[src/rtl/bootseq_pkg.sv]
package bootseq_pkg;

  localparam int WORD_W = 16;

  localparam logic [WORD_W-1:0] CMD_ARM_LOAD = 16'h00E0;
  localparam logic [WORD_W-1:0] CMD_IDENT    = 16'h0090;
  localparam logic [WORD_W-1:0] CMD_WARM     = 16'h00F0;
  localparam logic [WORD_W-1:0] LOAD_GO      = 16'h0000;

  // Strobes from the control decoder to the datapath, valid for one cycle.
  typedef struct packed {
    logic arm;
    logic load;
    logic ident;
    logic warm;
    logic unknown;
  } seqStrobes_t;

endpackage

[src/rtl/bootSeqCtrl.sv]
module bootSeqCtrl
  import bootseq_pkg::*;
#(
  parameter int ADDR_W = 16,
  parameter logic [ADDR_W-1:0] LOW_LAST   = 16'h01FF,
  parameter logic [ADDR_W-1:0] HIGH_FIRST = 16'h8000,
  parameter logic [ADDR_W-1:0] HIGH_LAST  = 16'h800F
) (
  input  logic              clk,
  input  logic              rstN,
  input  logic              wrEn,
  input  logic [ADDR_W-1:0] wrAddr,
  input  logic [WORD_W-1:0] wrData,
  output seqStrobes_t       strobes
);

  logic armed;
  logic inLowWin;
  logic inHighWin;
  logic winWr;

  // The low window starts at offset zero, so only its upper bound matters.
  assign inLowWin  = (wrAddr <= LOW_LAST);
  assign inHighWin = (wrAddr >= HIGH_FIRST) && (wrAddr <= HIGH_LAST);
  assign winWr     = wrEn && (inLowWin || inHighWin);

  always_comb begin
    strobes = '0;
    if (winWr) begin
      if (armed) begin
        // Second write of the load protocol: only a zero word triggers a load.
        strobes.load = (wrData == LOAD_GO);
      end else begin
        unique case (wrData)
          CMD_ARM_LOAD: strobes.arm     = 1'b1;
          CMD_IDENT:    strobes.ident   = 1'b1;
          CMD_WARM:     strobes.warm    = 1'b1;
          default:      strobes.unknown = 1'b1;
        endcase
      end
    end
  end

  // Armed state: set by the arming word, cleared by any following window write.
  always_ff @(posedge clk) begin
    if (!rstN) begin
      armed <= 1'b0;
    end else if (winWr) begin
      armed <= strobes.arm;
    end
  end

  AST_FOLLOWUP_DISARMS: assert property (@(posedge clk) disable iff (!rstN)
    armed && winWr |=> !armed);

  AST_FOLLOWUP_SILENT: assert property (@(posedge clk) disable iff (!rstN)
    armed |-> !(strobes.warm || strobes.ident || strobes.unknown || strobes.arm));

  AST_OUTSIDE_HOLDS: assert property (@(posedge clk) disable iff (!rstN)
    wrEn && !(inLowWin || inHighWin) |=> $stable(armed));

  AST_STROBE_EXCLUSIVE: assert property (@(posedge clk) disable iff (!rstN)
    $onehot0(strobes));

endmodule

[src/rtl/bootSeqData.sv]
module bootSeqData
  import bootseq_pkg::*;
#(
  parameter int PAGE_W     = 16,
  parameter int BUF_WORDS  = 16,
  parameter int PAGE_STEP  = 4,
  parameter int WRAP_BITS  = 8,
  parameter int ID_WORDS   = 3,
  localparam int BUFA_W    = $clog2(BUF_WORDS)
) (
  input  logic              clk,
  input  logic              rstN,
  input  seqStrobes_t       strobes,
  input  logic [PAGE_W-1:0] blockAddr,
  input  logic              pageSetEn,
  input  logic [PAGE_W-1:0] pageSetVal,
  input  logic [WORD_W-1:0] mfrId,
  input  logic [WORD_W-1:0] devId,
  input  logic [WORD_W-1:0] wpStatus,
  input  logic [BUFA_W-1:0] rdAddr,
  output logic [WORD_W-1:0] rdData,
  output logic [PAGE_W-1:0] pageAddr,
  output logic              loadReq,
  output logic [PAGE_W-1:0] loadBlock,
  output logic [PAGE_W-1:0] loadPage,
  output logic              warmRst,
  output logic              unknownCmd
);

  localparam logic [PAGE_W-1:0] WRAP_MASK = PAGE_W'((1 << WRAP_BITS) - 1);
  localparam logic [PAGE_W-1:0] STEP_VAL  = PAGE_W'(PAGE_STEP);

  logic [PAGE_W-1:0] pageNext;
  logic [WORD_W-1:0] idWord [ID_WORDS];
  logic [WORD_W-1:0] bufMem [BUF_WORDS];

  assign pageNext = (pageAddr + STEP_VAL) & WRAP_MASK;

  // Page start-address register: warm reset beats a load, a load beats a set.
  always_ff @(posedge clk) begin
    if (!rstN) begin
      pageAddr <= '0;
    end else if (strobes.warm) begin
      pageAddr <= '0;
    end else if (strobes.load) begin
      pageAddr <= pageNext;
    end else if (pageSetEn) begin
      pageAddr <= pageSetVal;
    end
  end

  // Load request pulse with the addresses sampled before the increment.
  always_ff @(posedge clk) begin
    if (!rstN) begin
      loadReq    <= 1'b0;
      loadBlock  <= '0;
      loadPage   <= '0;
      warmRst    <= 1'b0;
      unknownCmd <= 1'b0;
    end else begin
      loadReq    <= strobes.load;
      warmRst    <= strobes.warm;
      unknownCmd <= strobes.unknown;
      if (strobes.load) begin
        loadBlock <= blockAddr;
        loadPage  <= pageAddr;
      end
    end
  end

  // Identification words: low byte of each source, upper byte cleared.
  assign idWord[0] = {8'h00, mfrId[7:0]};
  assign idWord[1] = {8'h00, devId[7:0]};
  assign idWord[2] = {8'h00, wpStatus[7:0]};

  genvar w;
  generate
    for (w = 0; w < BUF_WORDS; w++) begin : gBuf
      if (w < ID_WORDS) begin : gIdWord
        always_ff @(posedge clk) begin
          if (!rstN) begin
            bufMem[w] <= '0;
          end else if (strobes.ident) begin
            bufMem[w] <= idWord[w];
          end
        end
      end else begin : gPlainWord
        always_ff @(posedge clk) begin
          if (!rstN) begin
            bufMem[w] <= '0;
          end
        end
      end
    end
  endgenerate

  assign rdData = bufMem[rdAddr];

  AST_PAGE_STEP: assert property (@(posedge clk) disable iff (!rstN)
    strobes.load |=> pageAddr == ((($past(pageAddr)) + STEP_VAL) & WRAP_MASK));

  AST_LOAD_PULSE: assert property (@(posedge clk) disable iff (!rstN)
    loadReq |=> !loadReq);

  AST_LOAD_ADDR: assert property (@(posedge clk) disable iff (!rstN)
    strobes.load |=> loadPage == $past(pageAddr) && loadBlock == $past(blockAddr));

  AST_WARM_CLEARS: assert property (@(posedge clk) disable iff (!rstN)
    strobes.warm |=> pageAddr == '0 && warmRst);

  AST_IDENT_UPPER: assert property (@(posedge clk) disable iff (!rstN)
    strobes.ident |=> bufMem[0][15:8] == 8'h00 && bufMem[2][7:0] == $past(wpStatus[7:0]));

endmodule

[src/rtl/bootWindowSeq.sv]
module bootWindowSeq
  import bootseq_pkg::*;
(
  input  logic        clk,
  input  logic        rstN,
  input  logic        wrEn,
  input  logic [15:0] wrAddr,
  input  logic [15:0] wrData,
  input  logic [15:0] blockAddr,
  input  logic        pageSetEn,
  input  logic [15:0] pageSetVal,
  input  logic [15:0] mfrId,
  input  logic [15:0] devId,
  input  logic [15:0] wpStatus,
  input  logic [3:0]  rdAddr,
  output logic [15:0] rdData,
  output logic [15:0] pageAddr,
  output logic        loadReq,
  output logic [15:0] loadBlock,
  output logic [15:0] loadPage,
  output logic        warmRst,
  output logic        unknownCmd
);

  seqStrobes_t strobes;

  bootSeqCtrl #(
    .ADDR_W     (16),
    .LOW_LAST   (16'h01FF),
    .HIGH_FIRST (16'h8000),
    .HIGH_LAST  (16'h800F)
  ) u_ctrl (
    .clk     (clk),
    .rstN    (rstN),
    .wrEn    (wrEn),
    .wrAddr  (wrAddr),
    .wrData  (wrData),
    .strobes (strobes)
  );

  bootSeqData #(
    .PAGE_W    (16),
    .BUF_WORDS (16),
    .PAGE_STEP (4),
    .WRAP_BITS (8),
    .ID_WORDS  (3)
  ) u_data (
    .clk        (clk),
    .rstN       (rstN),
    .strobes    (strobes),
    .blockAddr  (blockAddr),
    .pageSetEn  (pageSetEn),
    .pageSetVal (pageSetVal),
    .mfrId      (mfrId),
    .devId      (devId),
    .wpStatus   (wpStatus),
    .rdAddr     (rdAddr),
    .rdData     (rdData),
    .pageAddr   (pageAddr),
    .loadReq    (loadReq),
    .loadBlock  (loadBlock),
    .loadPage   (loadPage),
    .warmRst    (warmRst),
    .unknownCmd (unknownCmd)
  );

  AST_EVENT_EXCLUSIVE: assert property (@(posedge clk) disable iff (!rstN)
    $onehot0({loadReq, warmRst, unknownCmd}));

  AST_UNKNOWN_PULSE: assert property (@(posedge clk) disable iff (!rstN)
    unknownCmd |-> $stable(pageAddr));

endmodule

[config.mk]
export PLATFORM = sky130hd
export DESIGN_NAME = bootWindowSeq
export DESIGN_NICKNAME = d
export VERILOG_FILES = /design/src/rtl/bootseq_pkg.sv /design/src/rtl/bootSeqCtrl.sv /design/src/rtl/bootSeqData.sv /design/src/rtl/bootWindowSeq.sv
export SDC_FILE = /design/constraint.sdc
export NUM_CORES = 1
export LEC_CHECK = 0
export ABC_AREA = 1
export BUFFER_PORTS_ARGS = -buffer_cell sky130_fd_sc_hd__buf_2
export CORE_MARGIN = 2
export CORE_UTILIZATION = 45
export CTS_BUF_LIST = sky130_fd_sc_hd__clkbuf_4 sky130_fd_sc_hd__clkbuf_8 sky130_fd_sc_hd__clkbuf_16
export CTS_CLUSTER_DIAMETER = 120
export CTS_CLUSTER_SIZE = 14
export DETAILED_ROUTE_END_ITERATION = 7
export GPL_TIMING_DRIVEN = 0
export PLACE_DENSITY = 0.8
export SLEW_MARGIN = 0
export SYNTH_ARGS = -nofsm -noshare
export SYNTH_HDL_FRONTEND = slang
export SYNTH_SLANG_ARGS = --single-unit
[constraint.sdc]
create_clock -name clk -period 3.4 [get_ports clk]
set_input_delay 0.34 -clock clk [delete_from_list [all_inputs] [get_ports clk]]
set_output_delay 0.34 -clock clk [all_outputs]
set_load 0.01 [all_outputs]
After elaboration in Yosys (flattened, before gate mapping) --
Memory sizes are Yosys's and may differ from the RTL's. Cells that the tools add are included.
Cells by class: add/subtract/negate cells 1, reduce and logical (&&, ||, !) cells 9, $lt $le $gt $ge 3, equality and inequality tests 3, bitwise operators 5, multiplexer cells 17
Operator list (number):
- $eq A16 B8 Y1 const B | 3
- $mux W8 | 5
- $ge A16 B16 Y1 const B | 1
- $le A16 B16 Y1 const B | 1
- $le A16 B9 Y1 const B | 1
- $logic_not A16 Y1 | 1
- $mux W1 | 10
- $reduce_or A3 Y1 | 3
- $add A8 B3 Y8 const B | 1
- $mux W5 | 1
- $mux W3 | 1
- $or A1 B1 Y1 | 3
- $logic_and A1 B1 Y1 | 2
- $not A1 Y1 | 2
- $reduce_bool A2 Y1 | 1
- $reduce_or A2 Y1 | 1
- $logic_or A1 B1 Y1 | 1
Word-level totals: register bits 52, memory bits (writable) 128, input port bits 120, word-level logic and storage cells 47, memories 1, output and inout bits 67
Memory list:
- u_data.bufMem | depth 16, width 8, read ports 1, clocked after Yosys merged registers in 0, wr ports 16, RTL line bootSeqData.sv:35 | logic [WORD_W-1:0] bufMem [BUF_WORDS];

Depth between registers and ports, before layout --
Gate-level depths: netlist of run 1.
depth in word-level cells 9, gate-level depth with buffers 12

Modules after synthesis --
A second synthesis of run 1 with hierarchy kept.
Second synthesis, totals: cell total of the unflattened synthesis 440, area total of the unflattened synthesis 3454.6 µm²
By module, submodules not included:
- bootSeqData | cells each 389, instances 1, area an instance 3173.0 µm², seq. area each 1741.7 µm²
- bootSeqCtrl | cells each 51, instances 1, area an instance 281.5 µm², seq. area each 20.0 µm²

Worst setup path before layout of run 1 --
No wires, ideal clock.
kind in2reg, start input port wrAddr[13], end memory u_data.bufMem[0][0] (netlist bit), enable pin, slack 0.363 ns, setup time 0.438 ns, data required time 2.962 ns, arrival time 2.598 ns, stages 7, cell sequence nor2_1 nand2_1 nor2_2 nand2_2 nor2_4 inv_1 o21ai_0
RTL lines:
- start: declaration | RTL line bootWindowSeq.sv:7 | input logic [15:0] wrAddr,
- end: declaration | RTL line bootSeqData.sv:35

Worst setup path after layout of run 1 --
start input port rdAddr[0], end output port rdData[5]
On the way: word-level cells in the longest chain between the ends 1
RTL lines:
- start: declaration | RTL line bootWindowSeq.sv:15 | input logic [3:0] rdAddr,
- $mem_v2 Z16 W8
- end: declaration | RTL line bootWindowSeq.sv:16 | output logic [15:0] rdData,
Every way passes these cells.

==> run_summary.xml, run 1 <==
<?xml version="1.0" encoding="UTF-8"?>
<metrics>
  <group name="clock_tree">
    <metric name="cts_hold_repair.buffers" unit="">0</metric>
    <metric name="clkSlewWorstSetupHoldPaths" unit="ns">0.09</metric>
    <metric name="clock_sinks" unit="">76</metric>
    <metric name="clock_path_buffers" unit="">2</metric>
    <metric name="cts_inserted_buffers" unit="">9</metric>
    <metric name="count_of_instances_resized_after_the_clock_tree_is_built" unit="">0</metric>
    <metric name="h-tree-depth" unit="">3</metric>
    <metric name="cts.repair_timing.setup_buffer_count" unit="">0</metric>
    <metric name="cts_root_buf" unit="">sky130_fd_sc_hd__clkbuf_8</metric>
    <metric name="worst_skew_pair.late_latency" unit="ns">0.34</metric>
    <metric name="tritoncts" unit="">yes</metric>
  </group>
  <group name="drt">
    <metric name="wirelength" unit="um">8520</metric>
    <metric name="route.detailed.drc" unit="">0</metric>
    <metric name="detailroute.via_count" unit="">3296</metric>
    <metric name="route.antenna.remaining_nets" unit="">0</metric>
    <metric name="via_per_inst" unit="">4.76</metric>
    <metric name="routed_wire_length_per_instance" unit="um">12.3</metric>
    <metric name="first_pass_iters" unit="">4</metric>
    <metric name="drt-initial-drc-count" unit="">97</metric>
  </group>
  <group name="grt">
    <metric name="gr-usage-all-layers" unit="%">20.5</metric>
    <metric name="met3_usage" unit="%">5.04</metric>
    <metric name="largest_net_degree_at_the_start_of_global_routing" unit="">21</metric>
    <metric name="grt.met2_usage" unit="%">37.5</metric>
    <metric name="first_global_vias" unit="">3184</metric>
    <metric name="grt.busiest_layer" unit="">met2</metric>
    <metric name="antenna_violations_before_repair" unit="">0</metric>
    <metric name="grt_use_met1" unit="%">23.5</metric>
    <metric name="grt_pass1_wl" unit="um">14000</metric>
    <metric name="gr-total-overflow" unit="">0</metric>
  </group>
  <group name="die">
    <metric name="die_height" unit="um">92.4</metric>
    <metric name="start_util" unit="%">46.0</metric>
    <metric name="ioPinCount" unit="">187</metric>
    <metric name="rows" unit="">32</metric>
    <metric name="die_w" unit="um">92.4</metric>
    <metric name="fp.dieArea" unit="mm^2">0.00853</metric>
    <metric name="placeableCoreArea" unit="mm^2">0.00765</metric>
  </group>
  <group name="finish">
    <metric name="fin_nets" unit="">706</metric>
    <metric name="seqCellArea" unit="mm^2">0.00176</metric>
    <metric name="multiInputGateArea" unit="mm^2">0.00143</metric>
    <metric name="postLayoutCellArea" unit="mm^2">0.00464</metric>
    <metric name="finalNonFillerCells" unit="">692</metric>
    <metric name="fill_cells" unit="">703</metric>
    <metric name="number_of_diodes" unit="">0</metric>
    <metric name="drive_gt1_share" unit="%">36.3</metric>
    <metric name="flow.area_growth_from_synthesis" unit="%">32.0</metric>
  </group>
  <group name="critical_path">
    <metric name="kind_of_end_point_of_the_critical_path" unit="">output port</metric>
    <metric name="setup.reg_to_reg.worst_slack" unit="ns">1.73</metric>
    <metric name="criticalPathCategory" unit="">primary input to output port</metric>
    <metric name="required" unit="ns">3.06</metric>
    <metric name="timing.critical_path.from_type" unit="">primary input</metric>
    <metric name="cp_max_fo" unit="">10</metric>
    <metric name="crit-reg2reg-capture" unit="">u_data.loadBlock[9]$_SDFFE_PN0P_</metric>
    <metric name="arrival" unit="ns">1.42</metric>
    <metric name="critical_path.reg2reg.startpoint" unit="">u_ctrl.armed$_SDFFE_PN0P_</metric>
    <metric name="worstSetupEndpoint" unit="">rdData[5]</metric>
    <metric name="worstRegToRegCells" unit="">9</metric>
    <metric name="cp-startpoint" unit="">rdAddr[0]</metric>
  </group>
  <group name="synthesis">
    <metric name="synthesis.yosys.warnings" unit="">0</metric>
    <metric name="yosys.cell_count.top_type" unit="">sky130_fd_sc_hd__nor2_1</metric>
    <metric name="postSynth.asyncResetShare" unit="%">0</metric>
    <metric name="mappedNetlistArea" unit="mm^2">0.00351</metric>
    <metric name="ys_ff_latch" unit="">76</metric>
    <metric name="ys_seq_area_share" unit="%">50.1</metric>
    <metric name="syn_inst_count" unit="">418</metric>
    <metric name="synth.top_cells.by_area" unit="">sky130_fd_sc_hd__dfxtp_1 (30%), sky130_fd_sc_hd__edfxtp_1 (21%), sky130_fd_sc_hd__nor2_1 (12%)</metric>
    <metric name="synth.cells.most_frequent" unit="">sky130_fd_sc_hd__nor2_1 (114), sky130_fd_sc_hd__dfxtp_1 (52), sky130_fd_sc_hd__inv_1 (43)</metric>
    <metric name="postSynth.topFlopCell" unit="">sky130_fd_sc_hd__dfxtp_1</metric>
    <metric name="netlist-cell-type-count" unit="">32</metric>
    <metric name="synth_enable_flop_cells" unit="">24</metric>
    <metric name="synth.avg_cell_area" unit="um^2">8.41</metric>
    <metric name="synth_top_cell_area_share" unit="%">29.6</metric>
    <metric name="synth_area_leader_cell" unit="">sky130_fd_sc_hd__dfxtp_1</metric>
  </group>
  <group name="sta">
    <metric name="hold_viol" unit="">0</metric>
    <metric name="max_freq" unit="GHz">0.568</metric>
    <metric name="final.period_utilization" unit="%">51.8</metric>
    <metric name="relSlewSlack" unit="%">56.0</metric>
    <metric name="finClkSkew" unit="ns">0.00890</metric>
    <metric name="grt_setup_unrepaired" unit="">false</metric>
    <metric name="worst_pin_slew" unit="ns">0.660</metric>
    <metric name="setup-tns-final" unit="ns">0</metric>
    <metric name="hold_ws" unit="ns">0.247</metric>
    <metric name="slew_violations" unit="">0</metric>
    <metric name="final-setup-viol-count" unit="">0</metric>
    <metric name="final_period_minus_worst_setup_slack" unit="ns">1.76</metric>
  </group>
  <group name="placed_design">
    <metric name="post_dp_cell_area" unit="mm^2">0.00444</metric>
    <metric name="dp.cells" unit="">676</metric>
    <metric name="globalplace.congestion" unit="">0.878</metric>
    <metric name="place.detailed.hpwl" unit="um">6610</metric>
    <metric name="port_buffers" unit="">148</metric>
  </group>
  <group name="run_status">
    <metric name="status" unit="">complete, no violations</metric>
  </group>
  <group name="power">
    <metric name="power.leakage" unit="uW">0.00229</metric>
    <metric name="pwr_density_cell" unit="mW/mm^2">398</metric>
    <metric name="max-vdd-ir-drop" unit="mV">0.225</metric>
  </group>
  <group name="min_path">
    <metric name="hold_path_class" unit="">primary input to register</metric>
  </group>
  <group name="flow_run">
    <metric name="max_cap_violations" unit="">0</metric>
  </group>
</metrics>
## worst min-delay path by stage
stage | startpoint | to | slack [ns] | cells past startpoint
after global placement | u_data.loadPage[3]$_SDFFE_PN0P_ | u_data.loadPage[3]$_SDFFE_PN0P_ | 0.46 | 2
after floorplan | rstN | u_data.unknownCmd$_SDFF_PP0_ | 0.47 | 2
after global routing | pageSetVal[10] | u_data.pageAddr[10]$_SDFFE_PP0P_ | 0.24 | 3
final | pageSetVal[14] | u_data.pageAddr[14]$_SDFFE_PP0P_ | 0.25 | 3
after detailed placement | u_data.loadPage[2]$_SDFFE_PN0P_ | u_data.loadPage[2]$_SDFFE_PN0P_ | 0.46 | 2
after CTS | blockAddr[3] | u_data.loadBlock[3]$_SDFFE_PN0P_ | 0.23 | 3
## through the flow
stage                     total power (uW)  util [%]  setup slack, ns
final                                 1850      60.7             1.64
after global routing                  1930      60.7             1.47
after CTS                             1860      60.7             1.64
after detailed placement              1190      58.1             1.48
after global placement                1180      57.7           -0.353
after floorplan                       1090         -            0.363
## registers in the layout, indices dropped and copies added (netlist names)
| name | cells |
|---|---|
| u_data.loadPage | 16 |
| u_data.warmRst | 1 |
| u_data.loadBlock | 16 |
| u_ctrl.armed | 1 |
| u_data.pageAddr | 16 |
| u_data.unknownCmd | 1 |
| u_data.loadReq | 1 |
| u_data.bufMem | 24 |
## worst max-delay path, stage by stage
cell and delay (ns):
sky130_fd_sc_hd__clkbuf_1 0.28, sky130_fd_sc_hd__inv_1 0.23, sky130_fd_sc_hd__nor2_1 0.15, sky130_fd_sc_hd__a2bb2oi_1 0.22, sky130_fd_sc_hd__nor2_1 0.05, sky130_fd_sc_hd__buf_2 0.14
## layout make-up
type	instances	area share [%]
Multi-Input combinational cell	278	30.8
Clock inverter	6	1.05
Clock buffer	10	3.21
Sequential cell	76	38.0
Inverter	45	3.64
Timing Repair Buffer	149	16.6
Tap cell	102	2.75
Buffer	26	3.97
## power breakdown
group	leakage [uW]	switching (uW)	internal [uW]
registers	0.000650	15.6	958
logic	0.00154	101	91.2
clock network	0.0000998	359	320
total	0.00229	475	1370
## layout by cell type (no fill, tap or decap), drive strengths merged, types with 2 or more instances in the layout
cell and instances:
xnor2 2, nand2 28, or2 2, a2bb2oi 8
conb 8, clkbuf 16, nor3 3, inv 50
nand3b 3, o21ai 40, xor2 2, nor4 3
nor2 138, mux2i 8, dfxtp 52, buf 169
edfxtp 24, nand3 29
## kinds of logic after synthesis
| kind of cell | after synthesis | share of synthesized area, % |
|---|---|---|
| buffers and inverters | 71 | 10.0 |
| adder cells (fa/ha/maj) | 1 | 0.356 |
| flip-flops | 76 | 50.1 |
| multiplexers | 8 | 2.28 |
| XOR/XNOR | 4 | 0.997 |
| other | 1 | 0.107 |
| AO/OA/AOI/OAI | 49 | 7.83 |
| AND/OR/NAND/NOR | 208 | 28.3 |
## routing by layer
metal	vias up	wire length (um)
met1	1481	3480
met5	-	0
met2	147	4280
met3	6	707
li1	1662	-
met4	0	42
No activity file was read; power rests on OpenSTA's default activity.
==> run 2: changes to the inputs <==
==> constraint.sdc (replaced) <==
create_clock -name clk -period 1.7 [get_ports clk]
set_input_delay 0.17 -clock clk [delete_from_list [all_inputs] [get_ports clk]]
set_output_delay 0.17 -clock clk [all_outputs]
set_load 0.01 [all_outputs]
==> run 2 against run 1 <==
Effect of this change:
- critical path depth increased by 3
- critical path type is now register to register
- largest cell class unchanged
- via count is 2.6% lower
- sequential power is 100% higher
- combinational power increased by 96%
- first-iteration DRC count up 15%
- final cell count decreased by 0.14%
- global-route usage increased by 0.11 points
- clock power increased by 100%
==> run_summary.xml, run 2 (same netlist as run 1, synthesis figures left out) <==
<?xml version="1.0" encoding="UTF-8"?>
<metrics>
  <group name="run_status">
    <metric name="status" unit="">complete, no violations</metric>
  </group>
  <group name="critical_path">
    <metric name="timing.critical_path.from_type" unit="">register</metric>
    <metric name="arrival" unit="ns">1.82</metric>
    <metric name="required" unit="ns">1.95</metric>
    <metric name="cp_max_fo" unit="">10</metric>
    <metric name="kind_of_end_point_of_the_critical_path" unit="">register</metric>
    <metric name="worstRegToRegCells" unit="">9</metric>
    <metric name="criticalPathCategory" unit="">register to register</metric>
  </group>
  <group name="drt">
    <metric name="first_pass_iters" unit="">4</metric>
    <metric name="detailroute.via_count" unit="">3209</metric>
    <metric name="route.detailed.drc" unit="">0</metric>
    <metric name="route.antenna.remaining_nets" unit="">0</metric>
    <metric name="wirelength" unit="um">8500</metric>
    <metric name="drt-initial-drc-count" unit="">112</metric>
    <metric name="via_per_inst" unit="">4.64</metric>
    <metric name="routed_wire_length_per_instance" unit="um">12.3</metric>
  </group>
  <group name="sta">
    <metric name="grt_setup_unrepaired" unit="">false</metric>
    <metric name="final_period_minus_worst_setup_slack" unit="ns">1.57</metric>
    <metric name="slew_violations" unit="">0</metric>
    <metric name="relSlewSlack" unit="%">50.9</metric>
    <metric name="final-setup-viol-count" unit="">0</metric>
    <metric name="worst_pin_slew" unit="ns">0.734</metric>
    <metric name="finClkSkew" unit="ns">0.00794</metric>
    <metric name="final.period_utilization" unit="%">92.2</metric>
    <metric name="hold_viol" unit="">0</metric>
    <metric name="max_freq" unit="GHz">0.638</metric>
  </group>
  <group name="grt">
    <metric name="gr-usage-all-layers" unit="%">20.6</metric>
    <metric name="gr-total-overflow" unit="">0</metric>
    <metric name="antenna_violations_before_repair" unit="">0</metric>
    <metric name="grt_pass1_wl" unit="um">13900</metric>
    <metric name="first_global_vias" unit="">3074</metric>
    <metric name="largest_net_degree_at_the_start_of_global_routing" unit="">25</metric>
  </group>
  <group name="clock_tree">
    <metric name="clock_sinks" unit="">76</metric>
    <metric name="count_of_instances_resized_after_the_clock_tree_is_built" unit="">2</metric>
    <metric name="cts_hold_repair.buffers" unit="">0</metric>
    <metric name="worst_skew_pair.late_latency" unit="ns">0.36</metric>
    <metric name="clock_path_buffers" unit="">2</metric>
    <metric name="tritoncts" unit="">yes</metric>
    <metric name="cts.repair_timing.setup_buffer_count" unit="">0</metric>
    <metric name="clkSlewWorstSetupHoldPaths" unit="ns">0.08</metric>
    <metric name="h-tree-depth" unit="">3</metric>
    <metric name="cts_root_buf" unit="">sky130_fd_sc_hd__clkbuf_8</metric>
    <metric name="cts_inserted_buffers" unit="">9</metric>
  </group>
  <group name="finish">
    <metric name="finalNonFillerCells" unit="">691</metric>
    <metric name="largest-register" unit="">u_data.bufMem</metric>
    <metric name="most-common-layout-cells" unit="">sky130_fd_sc_hd__buf_2 (152), sky130_fd_sc_hd__nor2_1 (114), sky130_fd_sc_hd__dfxtp_1 (51)</metric>
    <metric name="number_of_flip_flops_in_the_largest_register" unit="">24</metric>
    <metric name="drive_gt1_share" unit="%">36.8</metric>
    <metric name="number_of_diodes" unit="">0</metric>
    <metric name="layout.cells.most_common" unit="">sky130_fd_sc_hd__buf_2</metric>
    <metric name="fin_nets" unit="">705</metric>
    <metric name="fill_cells" unit="">705</metric>
    <metric name="flow.area_growth_from_synthesis" unit="%">31.7</metric>
  </group>
  <group name="power">
    <metric name="power.leakage" unit="uW">0.00229</metric>
    <metric name="pwr_density_cell" unit="mW/mm^2">800</metric>
    <metric name="max-vdd-ir-drop" unit="mV">0.451</metric>
    <metric name="report.power.total" unit="uW">3700</metric>
  </group>
  <group name="min_path">
    <metric name="worst_hold_path.num_cells" unit="">3</metric>
    <metric name="hold_path_class" unit="">primary input to register</metric>
  </group>
  <group name="die">
    <metric name="fp.dieArea" unit="mm^2">0.00853</metric>
    <metric name="placeableCoreArea" unit="mm^2">0.00765</metric>
    <metric name="die_height" unit="um">92.4</metric>
    <metric name="start_util" unit="%">46.0</metric>
    <metric name="ioPinCount" unit="">187</metric>
    <metric name="die_w" unit="um">92.4</metric>
    <metric name="rows" unit="">32</metric>
  </group>
  <group name="placed_design">
    <metric name="globalplace.congestion" unit="">0.885</metric>
    <metric name="dp.cells" unit="">675</metric>
    <metric name="port_buffers" unit="">148</metric>
    <metric name="place.detailed.hpwl" unit="um">6520</metric>
  </group>
  <group name="flow_run">
    <metric name="max_cap_violations" unit="">0</metric>
  </group>
</metrics>
==> run 2: cell count changes in the layout (fill, tap and decap cells not counted), moves of 2 or more <==
cell,previous run,this run
sky130_fd_sc_hd__o21ai_1,0,17
sky130_fd_sc_hd__o21ai_0,39,22
sky130_fd_sc_hd__clkbuf_1,6,3
sky130_fd_sc_hd__clkbuf_2,0,2
==> run 2: per-layer routing <==
metal | vias to the layer above | part of all wire, % | track usage [%]
met1 | 1427 | 42 | 24.0
li1 | 1656 | - | -
met5 | - | 0 | 0
met4 | 0 | 1.7 | 7.21
met2 | 115 | 48 | 35.9
met3 | 11 | 8.3 | 6.10
==> run 2: metrics by stage <==
stage	TNS (ns)	hold WS [ns]	setup slack [ns]	instance area, um^2	util (%)
6_report	0	0.0463	0.133	4630	60.5
5_1_grt	0	0.0581	0.000474	4630	60.5
4_1_cts	0	0.0528	0.0254	4620	60.4
3_5_place_dp	-4.99	0.427	-0.209	4420	57.8
3_3_place_gp	-3.58	0.417	-0.150	4420	57.8
2_1_floorplan	0	0.302	0.134	3550	-
==> run 2: area by class of cell <==
cell class	instances	area [um^2]	share of cell area (%)
clock buffers	10	149	3.22
inverters	45	169	3.65
plain buffers	26	190	4.11
well taps	102	128	2.76
flip-flops and latches	76	1760	38.1
multi-input cells	278	1440	31.1
repair buffers	148	741	16.0
clock inverters	6	51.3	1.11
==> run 2: worst paths after layout <==
kind                                                          end  slack (ns)                         startpoint
worst max-delay path             u_data.loadBlock[4]$_SDFFE_PN0P_        0.13          u_ctrl.armed$_SDFFE_PN0P_
worst min-delay path            u_data.loadBlock[13]$_SDFFE_PN0P_        0.05                      blockAddr[13]
worst max register to register   u_data.loadBlock[4]$_SDFFE_PN0P_        0.13          u_ctrl.armed$_SDFFE_PN0P_
worst min register to register  u_data.loadBlock[10]$_SDFFE_PN0P_        0.48  u_data.loadBlock[10]$_SDFFE_PN0P_
==> run 2: where the power goes <==
part	switching [uW]	total (uW)	internal, uW
Combinational	198	376	178
Sequential	30.5	1950	1920
Clock	736	1380	645
Total	964	3700	2740
==> run 2: worst max-delay path, stage by stage (launching register included) <==
cell	delay, ns
sky130_fd_sc_hd__dfxtp_2	0.37
sky130_fd_sc_hd__nand2_1	0.07
sky130_fd_sc_hd__nor2_1	0.12
sky130_fd_sc_hd__nand3_1	0.09
sky130_fd_sc_hd__nor2_1	0.12
sky130_fd_sc_hd__nand2_1	0.09
sky130_fd_sc_hd__buf_4	0.18
sky130_fd_sc_hd__clkbuf_2	0.19
sky130_fd_sc_hd__o21ai_0	0.17
sky130_fd_sc_hd__nor2_1	0.06
